===== src/rtl/issue_pkg.sv =====
package issue_pkg;

  parameter int REG_W = 5;
  localparam int DESC_W = 4 * REG_W + 9;
  localparam int AGE_W = 3;

  typedef enum logic [2:0] {
    CL_ALU    = 3'd0,
    CL_SHIFT  = 3'd1,
    CL_LOAD   = 3'd2,
    CL_STORE  = 3'd3,
    CL_BRANCH = 3'd4
  } iclass_e;

  typedef struct packed {
    iclass_e          cls;
    logic             dst_en;
    logic [REG_W-1:0] dst;
    logic             src0_en;
    logic [REG_W-1:0] src0;
    logic             src1_en;
    logic [REG_W-1:0] src1;
    logic             base_en;
    logic [REG_W-1:0] base;
    logic             setf;
    logic             cond;
  } idesc_t;

  typedef struct packed {
    logic             vld;
    logic             wr;
    logic             ld;
    logic [REG_W-1:0] dst;
    logic [AGE_W-1:0] age;
  } sb_ent_t;

  // Early-read test: store data (src0 of a store) is consumed late and is not counted.
  function automatic logic reads_reg(input logic is_store,
                                     input logic s0e, input logic [REG_W-1:0] s0,
                                     input logic s1e, input logic [REG_W-1:0] s1,
                                     input logic be,  input logic [REG_W-1:0] b,
                                     input logic [REG_W-1:0] r);
    return (s1e && s1 == r) || (be && b == r) || (!is_store && s0e && s0 == r);
  endfunction

endpackage


===== src/rtl/writer_scoreboard.sv =====
module writer_scoreboard
  import issue_pkg::*;
#(
  parameter int HIST = 3
) (
  input  logic                 clk,
  input  logic                 rst,
  input  logic                 flush,
  input  logic                 push0,
  input  logic                 push1,
  input  logic                 wr0,
  input  logic                 ld0,
  input  logic [REG_W-1:0]     dst0,
  input  logic                 wr1,
  input  logic                 ld1,
  input  logic [REG_W-1:0]     dst1,
  output sb_ent_t [HIST-1:0]   ent
);

  function automatic sb_ent_t age_up(input sb_ent_t e);
    sb_ent_t r;
    r = e;
    if (e.vld && e.age != '1) r.age = e.age + AGE_W'(1);
    return r;
  endfunction

  sb_ent_t        fresh0, fresh1;
  logic [HIST-1:0] vld_vec;

  assign fresh0 = '{vld: 1'b1, wr: wr0, ld: ld0, dst: dst0, age: AGE_W'(1)};
  assign fresh1 = '{vld: 1'b1, wr: wr1, ld: ld1, dst: dst1, age: AGE_W'(1)};

  // Entry 0 is the newest; a push of n instructions moves older entries down by n.
  for (genvar g = 0; g < HIST; g++) begin : g_ent
    sb_ent_t ent_r, from1, from2;

    if (g >= 1) begin : g_f1
      assign from1 = age_up(ent[g-1]);
    end else begin : g_f1n
      assign from1 = fresh0;
    end

    if (g >= 2) begin : g_f2
      assign from2 = age_up(ent[g-2]);
    end else if (g == 1) begin : g_f2a
      assign from2 = fresh0;
    end else begin : g_f2b
      assign from2 = fresh1;
    end

    always_ff @(posedge clk) begin
      if (rst || flush)        ent_r <= '0;
      else if (push0 && push1) ent_r <= from2;
      else if (push0)          ent_r <= from1;
      else                     ent_r <= age_up(ent_r);
    end

    assign ent[g]     = ent_r;
    assign vld_vec[g] = ent_r.vld;
  end

  a_r11_flush_empties: assert property (@(posedge clk) disable iff (rst)
    flush |=> (vld_vec == '0));

  a_r10_newest_age: assert property (@(posedge clk) disable iff (rst)
    (push0 && !flush) |=> (ent[0].vld && ent[0].age == AGE_W'(1)));

  a_r2_push_order: assert property (@(posedge clk) disable iff (rst)
    push1 |-> push0);

endmodule


===== src/rtl/hazard_scan.sv =====
module hazard_scan
  import issue_pkg::*;
#(
  parameter int HIST = 3
) (
  input  logic               is_shift,
  input  logic               is_store,
  input  logic               src0_en,
  input  logic [REG_W-1:0]   src0,
  input  logic               src1_en,
  input  logic [REG_W-1:0]   src1,
  input  logic               base_en,
  input  logic [REG_W-1:0]   base,
  input  sb_ent_t [HIST-1:0] ent,
  output logic               haz_lu,
  output logic               haz_ag,
  output logic               haz_sh
);

  logic [HIST-1:0] lu, ag, sh;

  for (genvar g = 0; g < HIST; g++) begin : g_cmp
    logic live, last_cyc;
    assign live     = ent[g].vld && ent[g].wr;
    assign last_cyc = ent[g].age == AGE_W'(1);
    assign lu[g] = live && ent[g].ld && last_cyc &&
                   reads_reg(is_store, src0_en, src0, src1_en, src1, base_en, base, ent[g].dst);
    assign ag[g] = live && last_cyc && base_en && base == ent[g].dst;
    assign sh[g] = live && is_shift && src0_en && src0 == ent[g].dst &&
                   ent[g].age <= AGE_W'(HIST);
  end

  assign haz_lu = |lu;
  assign haz_ag = |ag;
  assign haz_sh = |sh;

endmodule


===== src/rtl/pair_rules.sv =====
module pair_rules
  import issue_pkg::*;
(
  input  iclass_e          a_cls,
  input  logic             a_dst_en,
  input  logic [REG_W-1:0] a_dst,
  input  logic             a_setf,
  input  iclass_e          b_cls,
  input  logic             b_dst_en,
  input  logic [REG_W-1:0] b_dst,
  input  logic             b_cond,
  input  logic             b_reads_a,
  output logic             conflict
);

  logic two_br, two_mem, same_dst, raw, flag_dep, a_mem, b_mem;

  always_comb begin
    a_mem    = (a_cls == CL_LOAD) || (a_cls == CL_STORE);
    b_mem    = (b_cls == CL_LOAD) || (b_cls == CL_STORE);
    two_br   = (a_cls == CL_BRANCH) && (b_cls == CL_BRANCH);
    two_mem  = a_mem && b_mem;
    same_dst = a_dst_en && b_dst_en && (a_dst == b_dst);
    raw      = a_dst_en && b_reads_a;
    flag_dep = a_setf && b_cond && (b_cls != CL_BRANCH);
    conflict = two_br || two_mem || same_dst || raw || flag_dep;
  end

endmodule


===== src/rtl/pair_issue_ctl.sv =====
module pair_issue_ctl
  import issue_pkg::*;
#(
  parameter int HIST = 3
) (
  input  logic              clk,
  input  logic              rst,
  input  logic              flush,
  input  logic              s0_vld,
  input  logic [DESC_W-1:0] s0_desc,
  input  logic              s1_vld,
  input  logic [DESC_W-1:0] s1_desc,
  output logic              issue0,
  output logic              issue1
);

  idesc_t             d0, d1;
  sb_ent_t [HIST-1:0] hist;
  logic               lu0, ag0, sh0, lu1, ag1, sh1;
  logic               pair_bad, b_reads_a;
  logic               unused_bits;

  assign d0 = idesc_t'(s0_desc);
  assign d1 = idesc_t'(s1_desc);
  assign unused_bits = d0.cond ^ d1.setf;

  assign b_reads_a = reads_reg(d1.cls == CL_STORE, d1.src0_en, d1.src0, d1.src1_en, d1.src1,
                               d1.base_en, d1.base, d0.dst);

  hazard_scan #(.HIST(HIST)) u_haz0 (
    .is_shift(d0.cls == CL_SHIFT), .is_store(d0.cls == CL_STORE),
    .src0_en(d0.src0_en), .src0(d0.src0), .src1_en(d0.src1_en), .src1(d0.src1),
    .base_en(d0.base_en), .base(d0.base), .ent(hist),
    .haz_lu(lu0), .haz_ag(ag0), .haz_sh(sh0)
  );

  hazard_scan #(.HIST(HIST)) u_haz1 (
    .is_shift(d1.cls == CL_SHIFT), .is_store(d1.cls == CL_STORE),
    .src0_en(d1.src0_en), .src0(d1.src0), .src1_en(d1.src1_en), .src1(d1.src1),
    .base_en(d1.base_en), .base(d1.base), .ent(hist),
    .haz_lu(lu1), .haz_ag(ag1), .haz_sh(sh1)
  );

  pair_rules u_pair (
    .a_cls(d0.cls), .a_dst_en(d0.dst_en), .a_dst(d0.dst), .a_setf(d0.setf),
    .b_cls(d1.cls), .b_dst_en(d1.dst_en), .b_dst(d1.dst), .b_cond(d1.cond),
    .b_reads_a(b_reads_a), .conflict(pair_bad)
  );

  assign issue0 = !rst && !flush && s0_vld && !(lu0 || ag0 || sh0);
  assign issue1 = issue0 && s1_vld && !(lu1 || ag1 || sh1) && !pair_bad;

  writer_scoreboard #(.HIST(HIST)) u_sb (
    .clk(clk), .rst(rst), .flush(flush),
    .push0(issue0), .push1(issue1),
    .wr0(d0.dst_en), .ld0(d0.cls == CL_LOAD), .dst0(d0.dst),
    .wr1(d1.dst_en), .ld1(d1.cls == CL_LOAD), .dst1(d1.dst),
    .ent(hist)
  );

  a_r2_in_order: assert property (@(posedge clk) disable iff (rst)
    issue1 |-> issue0);

  a_r3_one_branch: assert property (@(posedge clk) disable iff (rst)
    (issue0 && issue1) |-> !(d0.cls == CL_BRANCH && d1.cls == CL_BRANCH));

  a_r4_one_mem: assert property (@(posedge clk) disable iff (rst)
    (issue0 && issue1) |-> !((d0.cls == CL_LOAD || d0.cls == CL_STORE) &&
                             (d1.cls == CL_LOAD || d1.cls == CL_STORE)));

  a_r5_distinct_dst: assert property (@(posedge clk) disable iff (rst)
    (issue0 && issue1 && d0.dst_en && d1.dst_en) |-> (d0.dst != d1.dst));

  a_r8_load_use: assert property (@(posedge clk) disable iff (rst)
    ($past(issue0 && !issue1 && d0.cls == CL_LOAD && d0.dst_en) && issue0) |->
      !reads_reg(d0.cls == CL_STORE, d0.src0_en, d0.src0, d0.src1_en, d0.src1,
                 d0.base_en, d0.base, $past(d0.dst)));

  a_r11_flush_quiet: assert property (@(posedge clk) disable iff (rst)
    flush |-> (!issue0 && !issue1));

endmodule


===== config.mk =====
export PLATFORM = sky130hd
export DESIGN_NAME = pair_issue_ctl
export DESIGN_NICKNAME = d
export VERILOG_FILES = /design/src/rtl/issue_pkg.sv /design/src/rtl/writer_scoreboard.sv /design/src/rtl/hazard_scan.sv /design/src/rtl/pair_rules.sv /design/src/rtl/pair_issue_ctl.sv
export SDC_FILE = /design/constraint.sdc
export NUM_CORES = 1
export LEC_CHECK = 0
export BUFFER_PORTS_ARGS = -buffer_cell sky130_fd_sc_hd__buf_2
export CAP_MARGIN = 10
export CORE_UTILIZATION = 55
export DETAILED_ROUTE_END_ITERATION = 16
export HOLD_SLACK_MARGIN = 0.1
export PLACE_DENSITY = 0.88
export SLEW_MARGIN = 20
export SYNTH_ARGS = -nofsm -noshare
export SYNTH_HDL_FRONTEND = slang
export SYNTH_SLANG_ARGS = --single-unit

===== constraint.sdc =====
create_clock -name clk -period 4.4 [get_ports clk]
set_clock_uncertainty 0.15 [all_clocks]
set_input_delay 0.44 -clock clk [delete_from_list [all_inputs] [get_ports clk]]
set_output_delay 0.44 -clock clk [all_outputs]
set_load 0.005 [all_outputs]

==> flow_summary.toml <==
[synthesis]
syn-instance-count = 414
synth.top_cell.area_share_pct = 19.3
synth_ff_type = "dfxtp_1"
syn-num-nets = 489
synth-seq-area-share_pct = 19.3
synth.cell_area_um2 = 3410
yosysWarningCount = 0
ys_top_cells_by_area = "dfxtp_1 (19%), xor2_1 (15%), xnor2_1 (14%), mux2i_1 (7.3%), ha_1 (4.4%)"
ys_ff_latch = 33
avgSynthCellArea_um2 = 8.25
synth_cell_types = 42
synth_edf_count = 0
yosysTopAreaCell = "dfxtp_1"
synth_async_sr_flop_share_pct = 0

[route]
via_count = 3205
drc = 0
ant_nets = 0
wl_um = 9140
drt-initial-drc-count = 254
viasPerCell = 6.12
wl_per_cell_um = 17.4
drtPass1Iterations = 5

[timing]
setup-violations-final = 0
rsz0062_at_grt = "no"
tns_ns = 0
fmax_mhz = 294
tightest_slew_ns = 0.593
maxSlewViolCount = 0
layout_min_cycle_time_ns = 3.40
finalHoldViolations = 0
period_share_pct = 77.4
maxSlewHeadroom_pct = 60.4
whs_ns = 0.295

[critical_path]
slowest_delay_ns = 0.69
path_depth = 9
crit_required_ns = 3.81
critPathTopFamily = "simple AND/OR/NAND/NOR gates"
cpMaxStageDelayCell = "dfxtp_1"
cp-start-kind = "flip-flop"
crit_chain = "xor2_1, nor4_1, and3_1, o311ai_1, nand4_1, nor3_4, buf_4, and2_2, buf_2"
crit_path_end_kind = "output pin"
crit_fanout = 11
r2r_slack_ns = 1.20
crit_arrival_ns = 2.81
worstReg2RegStart = "u_sb.ent[6]"
critPathKind = "reg -> out"
regToRegEndpoint = "u_sb.ent[16]"
ff2ff_path_depth = 10
cp_num_buf_inv = 2

[place]
place_congestion = 0.972
port_buffers = 62
dpl.hpwl_um = 6660
placed_cell_area_um2 = 3590

[clocking]
cts_tree = "built"
cts.sinks = 33
cts_root_buf = "clkbuf_8"
cts_resized = 0
numCtsBuffers = 5
ctsHoldBuffers = 0
cts_buffer_depth = 2
worstSkewPairLatency_ns = 0.28
post_cts_buffers = 0
cts.clk_slew.worst_paths_ns = 0.07
ctsHtreeMaxLevel = 2

[cells_and_area]
top_register = "u_sb.ent"
syn_to_final_growth_pct = 8.61
n_antenna_cell = 0
stdcell_area_um2 = 3710
utilization_pct = 62.3
top_regs = "u_sb.ent (33)"
final_cell_mix = "buf_2 (62), xor2_1 (60), xnor2_1 (53)"
largest_reg_flops = 33
final_common_cell = "buf_2"
drive_gt1_share_pct = 18.5
nets = 523
fillers = 541

[worst_hold_path]
hp-start = "s1_desc[20]"
min_to = "u_sb.ent[3]"
min_delay_path_depth = 3
hold_class = "in -> reg"

[power_and_ir_drop]
p_total_uw = 823
leakage_nw = 1.55
vdd_ir_drop_max_uv = 177
power-per-cell-area_nw_per_um2 = 222

[global_route]
busiest_layer = "met2"
grt_use_total_pct = 28.9
grt_pass1_vias = 2967
antenna_found_initial = 0
grt_pass1_wl_um = 14400
met3_usage_pct = 3.60
grt_overflow = 0
met2_usage_pct = 49.3
grt_max_degree = 53
use_met1_pct = 37.8

[die]
coreArea_um2 = 5960
die_y_um = 80.8
rows = 28
die_x_um = 80.8
ios = 65
dieArea_um2 = 6530
initial_utilization_pct = 57.3

[flow_run]
cap_violations = 0

[outcome]
outcome = "complete, no violations"
## cell usage after synthesis, types with 2 or more instances
cell type  number
xor2_1         60
xnor2_1        53
dfxtp_1        33
nand3_1        30
o21ai_1        26
mux2i_1        25
nand2_1        19
buf_4          18
nor4_1         16
and3_1         14
nor3_1         14
ha_1           12
a21oi_1        10
inv_1           7
nor2_1          7
o21ai_0         7
clkbuf_2        6
nand2b_1        6
buf_2           5
buf_6           5
nand4_1         5
and4_1          4
clkbuf_1        3
o211ai_1        3
o311ai_0        3
o311ai_1        3
a21oi_2         2
buf_1           2
o2111ai_1       2
o21a_1          2
## routing by layer
layer | part of all wire, % | wire length, µm
met5 | 0 | 0
met4 | 1.6 | 150
met3 | 7.1 | 653
met2 | 47 | 4300
met1 | 44 | 4040
## cells by family (layout without fill, tap and decap cells)
kind of cell | Yosys count | after routing | share of synthesized area, %
adder cells (fa/ha/maj) | 12 | 12 | 4.40
buffers and inverters | 47 | 82 | 8.68
multiplexers | 25 | 25 | 7.33
AND/OR/NAND/NOR | 123 | 123 | 19.8
AO/OA/AOI/OAI | 61 | 61 | 11.5
XOR/XNOR | 113 | 113 | 29.0
flip-flops | 33 | 33 | 19.3
## power breakdown
group | switching (mW) | total (mW) | internal [mW]
sequential | 0.0209 | 0.327 | 0.306
combinational | 0.107 | 0.198 | 0.0917
clock | 0.113 | 0.298 | 0.185
total | 0.241 | 0.823 | 0.582
## how the worst max path moves through the flow
stage	slack (ns)	from	end
after global routing	0.87	u_sb.ent[4]	issue1
final	1.0	u_sb.ent[6]	issue1
after floorplan	1.81	s0_desc[21]	issue1
after detailed placement	1.21	s0_desc[21]	u_sb.ent[25]
after CTS	1.04	u_sb.ent[7]	issue1
after global placement	1.26	s0_desc[23]	u_sb.ent[3]
## final cells by class
type,instances,area [µm²],share of cell area [%]
multi-input cells,334,2470,66.5
flip-flops and latches,33,661,17.8
repair buffers,66,340,9.18
well taps,75,93.8,2.53
clock buffers,7,86.3,2.33
inverters,8,31.3,0.843
clock inverters,1,30.0,0.810
## metrics by stage
stage / setup slack (ns) / instances
after floorplan: 1.81 / 414
after global placement: 1.26 / 516
after detailed placement: 1.21 / 516
after CTS: 1.04 / 524
after global routing: 0.868 / 524
final: 0.996 / 524
## tightest hold or removal path, stage by stage
cell,delay [ns]
buf_2,0.09
mux2i_1,0.06
o21ai_1,0.10
Power figures use the tool's default switching activity.
